**src/rtl/rct_pkg.sv**
```systemverilog
package rct_pkg;
    // control word field positions (the layout software relies on)
    localparam int B_EN     = 0;
    localparam int B_ENMOD  = 1;
    localparam int B_CIE    = 2;
    localparam int B_RLD    = 3;
    localparam int B_PRE_LO = 4;
    localparam int B_SWR    = 16;
    localparam int B_OVW    = 17;
    localparam int B_DBG    = 18;
    localparam int B_WAIT   = 19;
    localparam int B_DOZE   = 21;
    localparam int B_STOP   = 22;
    localparam int B_CLK_LO = 24;
    localparam int CTRL_BITS = 26;

    // register word offsets
    localparam int OFS_CTRL = 0;
    localparam int OFS_STAT = 1;
    localparam int OFS_LOAD = 2;
    localparam int OFS_CMP  = 3;
    localparam int OFS_CNT  = 4;

    typedef enum logic [1:0] {
        ST_OFF   = 2'd0,
        ST_GATED = 2'd1,
        ST_RUN   = 2'd2
    } run_state_e;
endpackage

```
**src/rtl/rct_tick_gen.sv**
```systemverilog
module rct_tick_gen #(
    parameter int NSRC  = 3,
    parameter int SEL_W = 2,
    parameter int PRE_W = 12
) (
    input  logic             clk,
    input  logic             rst_n,
    input  logic [NSRC-1:0]  src,
    input  logic [SEL_W-1:0] sel,
    input  logic [PRE_W-1:0] presc,
    input  logic             run,
    output logic             tick
);
    localparam int NCODE = 1 << SEL_W;

    logic [NCODE-1:0] code_src;
    logic [PRE_W-1:0] div_q;
    logic             pulse;

    // code 0 is "no clock"; codes 1..NSRC map onto the source vector
    generate
        for (genvar k = 0; k < NCODE; k++) begin : g_code
            if (k == 0 || k > NSRC) begin : g_none
                assign code_src[k] = 1'b0;
            end else begin : g_src
                assign code_src[k] = src[k-1];
            end
        end
    endgenerate

    assign pulse = code_src[sel];
    assign tick  = run && pulse && (div_q >= presc);

    always_ff @(posedge clk or negedge rst_n) begin
        if (!rst_n) begin
            div_q <= '0;
        end else if (!run) begin
            div_q <= '0;
        end else if (pulse) begin
            div_q <= tick ? '0 : div_q + 1'b1;
        end
    end
endmodule

```
**src/rtl/rct_run_fsm.sv**
```systemverilog
module rct_run_fsm
    import rct_pkg::*;
(
    input  logic clk,
    input  logic rst_n,
    input  logic en,
    input  logic clk_on,
    input  logic enmod,
    output logic run,
    output logic start_load
);
    run_state_e state_q, state_d;

    // state register
    always_ff @(posedge clk or negedge rst_n) begin
        if (!rst_n) state_q <= ST_OFF;
        else        state_q <= state_d;
    end

    // transitions
    always_comb begin
        state_d = state_q;
        unique case (state_q)
            ST_OFF: begin
                if (en) state_d = clk_on ? ST_RUN : ST_GATED;   // T_ENABLE
            end
            ST_GATED: begin
                if (!en)        state_d = ST_OFF;               // T_DISABLE
                else if (clk_on) state_d = ST_RUN;              // T_CLK_ON
            end
            ST_RUN: begin
                if (!en)         state_d = ST_OFF;              // T_DISABLE
                else if (!clk_on) state_d = ST_GATED;           // T_CLK_OFF
            end
            default: state_d = ST_OFF;
        endcase
    end

    // outputs
    always_comb begin
        run        = 1'b0;
        start_load = 1'b0;
        unique case (state_q)
            ST_OFF:   start_load = en && enmod;
            ST_GATED: run = 1'b0;
            ST_RUN:   run = 1'b1;
            default:  run = 1'b0;
        endcase
    end
endmodule

```
**src/rtl/rct_counter.sv**
```systemverilog
module rct_counter #(
    parameter int DATA_W = 32
) (
    input  logic              clk,
    input  logic              rst_n,
    input  logic              soft_clr,
    input  logic              ovw_we,
    input  logic [DATA_W-1:0] ovw_val,
    input  logic              start_load,
    input  logic              reload_mode,
    input  logic [DATA_W-1:0] load_val,
    input  logic [DATA_W-1:0] cmp_val,
    input  logic              tick,
    output logic [DATA_W-1:0] cnt_q,
    output logic              match_set
);
    localparam logic [DATA_W-1:0] ALL_ONES = '1;

    logic [DATA_W-1:0] cnt_d;
    logic [DATA_W-1:0] start_val;

    assign start_val = reload_mode ? load_val : ALL_ONES;

    always_comb begin
        cnt_d     = cnt_q;
        match_set = 1'b0;
        if (soft_clr) begin
            cnt_d = ALL_ONES;
        end else if (ovw_we) begin
            cnt_d = ovw_val;
        end else if (start_load) begin
            cnt_d = start_val;
        end else if (tick) begin
            cnt_d     = (cnt_q == '0) ? start_val : cnt_q - 1'b1;
            match_set = (cnt_d == cmp_val);
        end
    end

    always_ff @(posedge clk or negedge rst_n) begin
        if (!rst_n) cnt_q <= ALL_ONES;
        else        cnt_q <= cnt_d;
    end
endmodule

```
**src/rtl/rct_top.sv**
```systemverilog
module rct_top
    import rct_pkg::*;
#(
    parameter int DATA_W = 32,
    parameter int AW     = 4,
    parameter int NSRC   = 3,
    parameter int SEL_W  = 2,
    parameter int PRE_W  = 12
) (
    input  logic              clk,
    input  logic              rst_n,
    input  logic              bus_sel,
    input  logic              bus_wr,
    input  logic [AW-1:0]     bus_addr,
    input  logic [DATA_W-1:0] bus_wdata,
    output logic [DATA_W-1:0] bus_rdata,
    input  logic [NSRC-1:0]   tick_src,
    output logic              irq
);
    localparam logic [DATA_W-1:0] ALL_ONES   = '1;
    localparam logic [DATA_W-1:0] CTRL_WMASK = DATA_W'((64'd1 << CTRL_BITS) - 64'd1);
    localparam logic [DATA_W-1:0] SOFT_KEEP  = DATA_W'((64'd1 << B_EN)   | (64'd1 << B_ENMOD) |
                                                       (64'd1 << B_DBG)  | (64'd1 << B_WAIT)  |
                                                       (64'd1 << B_DOZE) | (64'd1 << B_STOP));

    logic [DATA_W-1:0] ctrl_q, load_q, cmp_q, rdata_q, cnt_q;
    logic              status_q;
    logic              bus_we, bus_re;
    logic              we_ctrl, we_stat, we_load, we_cmp;
    logic [DATA_W-1:0] ctrl_wv;
    logic              soft_clr, ovw_we, w1c;
    logic              clk_on, fsm_run, start_load, tick, match_set;
    logic [SEL_W-1:0]  clk_sel;
    logic [PRE_W-1:0]  presc;

    // bus decode
    assign bus_we   = bus_sel && bus_wr;
    assign bus_re   = bus_sel && !bus_wr;
    assign we_ctrl  = bus_we && (bus_addr == AW'(OFS_CTRL));
    assign we_stat  = bus_we && (bus_addr == AW'(OFS_STAT));
    assign we_load  = bus_we && (bus_addr == AW'(OFS_LOAD));
    assign we_cmp   = bus_we && (bus_addr == AW'(OFS_CMP));
    assign ctrl_wv  = bus_wdata & CTRL_WMASK;
    assign soft_clr = we_ctrl && ctrl_wv[B_SWR];
    assign ovw_we   = we_load && ctrl_q[B_OVW];
    assign w1c      = we_stat && bus_wdata[0];

    assign clk_sel  = ctrl_q[B_CLK_LO +: SEL_W];
    assign presc    = ctrl_q[B_PRE_LO +: PRE_W];
    assign clk_on   = (clk_sel != '0);

    // control register
    always_ff @(posedge clk or negedge rst_n) begin
        if (!rst_n)        ctrl_q <= '0;
        else if (soft_clr) ctrl_q <= ctrl_wv & SOFT_KEEP;
        else if (we_ctrl)  ctrl_q <= ctrl_wv;
    end

    // load and compare registers
    always_ff @(posedge clk or negedge rst_n) begin
        if (!rst_n) begin
            load_q <= ALL_ONES;
            cmp_q  <= '0;
        end else if (soft_clr) begin
            load_q <= ALL_ONES;
            cmp_q  <= '0;
        end else begin
            if (we_load) load_q <= bus_wdata;
            if (we_cmp)  cmp_q  <= bus_wdata;
        end
    end

    // compare flag: a match beats a same-cycle clear
    always_ff @(posedge clk or negedge rst_n) begin
        if (!rst_n)         status_q <= 1'b0;
        else if (soft_clr)  status_q <= 1'b0;
        else if (match_set) status_q <= 1'b1;
        else if (w1c)       status_q <= 1'b0;
    end

    // registered read port
    always_ff @(posedge clk or negedge rst_n) begin
        if (!rst_n) begin
            rdata_q <= '0;
        end else if (bus_re) begin
            unique case (bus_addr)
                AW'(OFS_CTRL): rdata_q <= ctrl_q;
                AW'(OFS_STAT): rdata_q <= DATA_W'(status_q);
                AW'(OFS_LOAD): rdata_q <= load_q;
                AW'(OFS_CMP):  rdata_q <= cmp_q;
                AW'(OFS_CNT):  rdata_q <= cnt_q;
                default:       rdata_q <= '0;
            endcase
        end
    end

    assign bus_rdata = rdata_q;
    assign irq       = status_q && ctrl_q[B_CIE] && ctrl_q[B_EN];

    rct_run_fsm u_fsm (
        .clk        (clk),
        .rst_n      (rst_n),
        .en         (ctrl_q[B_EN]),
        .clk_on     (clk_on),
        .enmod      (ctrl_q[B_ENMOD]),
        .run        (fsm_run),
        .start_load (start_load)
    );

    rct_tick_gen #(
        .NSRC  (NSRC),
        .SEL_W (SEL_W),
        .PRE_W (PRE_W)
    ) u_tick (
        .clk   (clk),
        .rst_n (rst_n),
        .src   (tick_src),
        .sel   (clk_sel),
        .presc (presc),
        .run   (fsm_run && ctrl_q[B_EN] && clk_on),
        .tick  (tick)
    );

    rct_counter #(
        .DATA_W (DATA_W)
    ) u_cnt (
        .clk         (clk),
        .rst_n       (rst_n),
        .soft_clr    (soft_clr),
        .ovw_we      (ovw_we),
        .ovw_val     (bus_wdata),
        .start_load  (start_load),
        .reload_mode (ctrl_q[B_RLD]),
        .load_val    (load_q),
        .cmp_val     (cmp_q),
        .tick        (tick),
        .cnt_q       (cnt_q),
        .match_set   (match_set)
    );
endmodule

```
**config.mk**
```make
export PLATFORM = sky130hd
export DESIGN_NAME = rct_top
export DESIGN_NICKNAME = d
export VERILOG_FILES = /design/src/rtl/rct_pkg.sv /design/src/rtl/rct_tick_gen.sv /design/src/rtl/rct_run_fsm.sv /design/src/rtl/rct_counter.sv /design/src/rtl/rct_top.sv
export SDC_FILE = /design/constraint.sdc
export NUM_CORES = 1
export LEC_CHECK = 0
export ABC_AREA = 0
export BUFFER_PORTS_ARGS = -buffer_cell sky130_fd_sc_hd__buf_4
export CELL_PAD_IN_SITES_DETAIL_PLACEMENT = 0
export CELL_PAD_IN_SITES_GLOBAL_PLACEMENT = 1
export CORE_ASPECT_RATIO = 0.8
export CORE_MARGIN = 4
export CORE_UTILIZATION = 35
export CTS_CLUSTER_DIAMETER = 150
export DETAILED_ROUTE_END_ITERATION = 6
export GPL_TIMING_DRIVEN = 0
export HOLD_SLACK_MARGIN = 0.15
export PLACE_DENSITY = 0.59
export SLEW_MARGIN = 20
export SYNTH_ARGS = -nofsm -noshare
export SYNTH_HDL_FRONTEND = slang
export SYNTH_HIERARCHICAL = 1
export SYNTH_SLANG_ARGS = --single-unit
```
**constraint.sdc**
```tcl
create_clock -name clk -period 10.55 [get_ports clk]
set_input_delay 0.5275 -clock clk [delete_from_list [all_inputs] [get_ports clk]]
set_output_delay 0.5275 -clock clk [all_outputs]
set_load 0.1 [all_outputs]
```
==> key figures <==
Outcome
  • Status: finished clean

Routing
  • Wire length per cell: 28.4 um
  • DRC viols: 0
  • Via density: 6.16
  • Vias: 10700
  • Initial drt markers: 1173
  • Total wire length: between 40 and 50 mm
  • DR pass1 iterations: 6
  • Post-DRT Antenna Nets: 0

Final layout
  • Final nets: 1373
  • Number of fill cells in the layout: 3071
  • Share of cells above drive strength 1: a little under a quarter
  • Area grow syn2layout: 15.9%
  • Ant diodes: 0
  • Multi-input gate area: 5980 sq um
  • Most frequent cells in the layout: nand3_1 (112), dfrtp_1 (105), o21ai_0 (94)
  • Commonest non-fill, non-tap cell in the layout: nand3_1
  • Reg area: 4310 sq um

Synth
  • Most used DFF post-synth: dfrtp_1
  • Yosys warns: 6
  • Asr flop ratio synth: 100%
  • Syn nets: ~1300
  • Mean Syn Cell Area: between 8 and 9 sq um
  • Synth Cell Area: 11000 sq um
  • EDFF count, synth: 0
  • Library cells used by synthesis: 86
  • Synth Register Bits: 169
  • Cells after synthesis: about 1200
  • Leading area contributor after synthesis: dfrtp_1
  • Ranking of synthesized cells by area: dfrtp_1 (24%), dfstp_2 (15%), nand3_1 (5.1%)
  • Register area share after synthesis: 39.3%
  • Area share of the largest cell type after synthesis: a little under a quarter

Clocking
  • Worst skew pair latency: 0.46 ns
  • Clock tree buffer depth: 2
  • Setup Buffers After CTS: 0
  • TritonCTS buffer count: 17
  • CTS H-tree depth: 4
  • Sink Count: between 150 and 200
  • CTS clk-pin slew, worst paths: 0.07 ns
  • Post-CTS sizing: 0
  • Hold buffer count at cts: 1
  • Clock Tree Root: clkbuf_16
  • TritonCTS clock tree: yes

Global routing
  • Number of global-route vias before repair: 10300
  • Largest net degree at the start of global routing: 91
  • Remaining Overflow, GRT: 0
  • Global-route wire length before repair: 72.4 mm
  • Initial antenna violation count: 1
  • Gr usage total: approximately 29%

STA
  • Worst hold slack: 0.332 ns
  • RSZ-0062 raised after global routing: no
  • Layout Skew: 0.0162 ns
  • Period Utilization, post-route: 42.1%
  • Setup Viol. Count Final: 0
  • Final Worst Setup Slack: around 6.1 ns
  • Final Hold Fails: 0
  • Crit path time final: 4.44 ns
  • Setup TNS: 0 ns
  • Max Transition Viols Final: 0
  • Worst-Margin Slew: between 0.9 and 1 ns
  • Max Fclk: 0.225 GHz
  • Rel. slew slack: around a third

Floorplanning
  • Die W: a little over 200 um
  • Cell Rows: 57
  • Core Footprint: 30600 sq um
  • Die Y: 166 um
  • I/O pin cnt: 76
  • Initial Util: 35.8%
  • Full die area: 34200 sq um

Placement
  • Port buffer count: 73
  • RD Place Congestion: a little under 1
  • DP Worst Slack: 6.22 ns
  • Hpwl dp: 37.1 mm

Pwr
  • Sw Share: 40.3%
  • NetSw: 1070 uW
  • VDD IR-drop max: 99.4 uV
  • Leak: 0.00501 uW
  • P_int: 1580 uW
  • Clock network power share: between 20% and 30%
  • Sequential power share: a little over two fifths
  • Comb pwr share: between 30% and 40%
  • PwrDens: 208 nW/um^2

Critical path
  • Worst setup SP type: register
  • Critical path class: reg -> reg
  • CP Capture Type: register
  • Crit-path max cell delay: slightly above 0.8 ns
  • Critical-path cell with the highest stage delay: nor4_1
  • Crit-path cells: clkbuf_1 -> nor4_1 -> nand3_1 -> nor3_2 -> clkbuf_1 -> o31ai_1 -> xnor2_1 -> nor4_1 -> o2111ai_1 -> nor4_2 -> inv_1 -> a21oi_1
  • Worst EP arrival: 4.81 ns
  • CP max FO: 10
  • CP required: 10.92 ns

Job
  • Max Cap Viol: 0

Min path
  • Class of the worst hold path: in -> reg
[worst max-delay path: cells and delay by family (launching register included)]
family / cells / cell delay (ns)
flip-flops: 1 / 0.37
AND/OR/NAND/NOR: 5 / 2.43
AO/OA/AOI/OAI: 3 / 0.58
XOR/XNOR: 1 / 0.16
buffers and inverters: 3 / 0.82
[final cells by class]
type	count	share of cell area, %
buffer	103	4.06
clock buffer	20	3.59
clock inverter	12	1.28
inverter	43	1.27
multi-input combinational	905	47.1
sequential	169	33.9
tap	413	4.07
timing repair buffer	76	4.73
[power groups by stage]
stage,logic (uW),registers [uW],clock network [uW]
detailed placement,829,1100,0
CTS,835,1090,696
finish,856,1100,688
global placement,823,1100,0
floorplan,540,1040,0
global route,921,1110,724
[metrics by stage]
step / cells / instance area [sq um] / utilization (%) / power (uW)
detailed placement: 1708 / 12100 / 39.5 / 1930
global route: 1741 / 12700 / 41.5 / 2760
finish: 1741 / 12700 / 41.5 / 2640
CTS: 1741 / 12700 / 41.5 / 2620
floorplan: 1220 / 11000 / - / 1580
global placement: 1706 / 12000 / 39.3 / 1920
[path summary, 6_finish.rpt]
| path | slack (ns) | from | cells after the start | to |
|---|---|---|---|---|
| max | 6.11 | u_cnt/cnt_q[3] | 12 | status_q |
| min | 0.33 | bus_wdata[27] | 3 | load_q[27] |
| max reg2reg | 6.11 | u_cnt/cnt_q[3] | 12 | status_q |
| min reg2reg | 0.49 | ctrl_q[16] | 1 | ctrl_q[16] |
| max in group asynchronous | 9.00 | rst_n | 3 | load_q[14] |
| min in group asynchronous | 0.64 | rst_n | 2 | bus_rdata[29] |
[kinds of logic after synthesis]
logic type / count (synthesis) / synth area share [%]
multiplexers: 67 / 7.39
AND/OR/NAND/NOR: 413 / 20.1
adder cells (fa/ha/maj): 15 / 1.71
flip-flops: 169 / 39.3
buffers and inverters: 146 / 6.17
XOR/XNOR: 42 / 3.48
AO/OA/AOI/OAI: 368 / 21.8
[cell usage after synthesis (all sizes together) (4+ instances only)]
master and count:
o21ai 116, nand3 114, dfrtp 105, a21oi 86
nor2 75, dfstp 64, nand2 62, mux2 55
clkbuf 53, buf 50, inv 43, a22oi 30
a32oi 30, nor2b 26, nor4 26, nor3 23
xor2 23, nand2b 20, xnor2 18, ha 15
a211oi 14, a31oi 14, nand4 14, o22ai 14
mux2i 12, o211ai 12, or3 11, o311a 10
or4 10, and2 8, o31ai 6, a221oi 5
a41oi 4, and3 4, or2 4
[sequential cells by signal, indices dropped and copies added (netlist names)]
signal / flops
load_q: 32
cmp_q: 32
status_q: 1
ctrl_q: 26
u_fsm/state_q: 2
u_cnt/cnt_q: 32
u_tick/div_q: 12
bus_rdata: 32
[layer usage]
layer	vias up	part of all wire (%)	global-route usage (%)
met5	-	0.026	0
met4	2	2.5	7.11
met3	66	9.4	6.13
met2	545	40	39.4
met1	5384	48	45.4
li1	4729	-	-
Power figures use the tool's default switching activity.
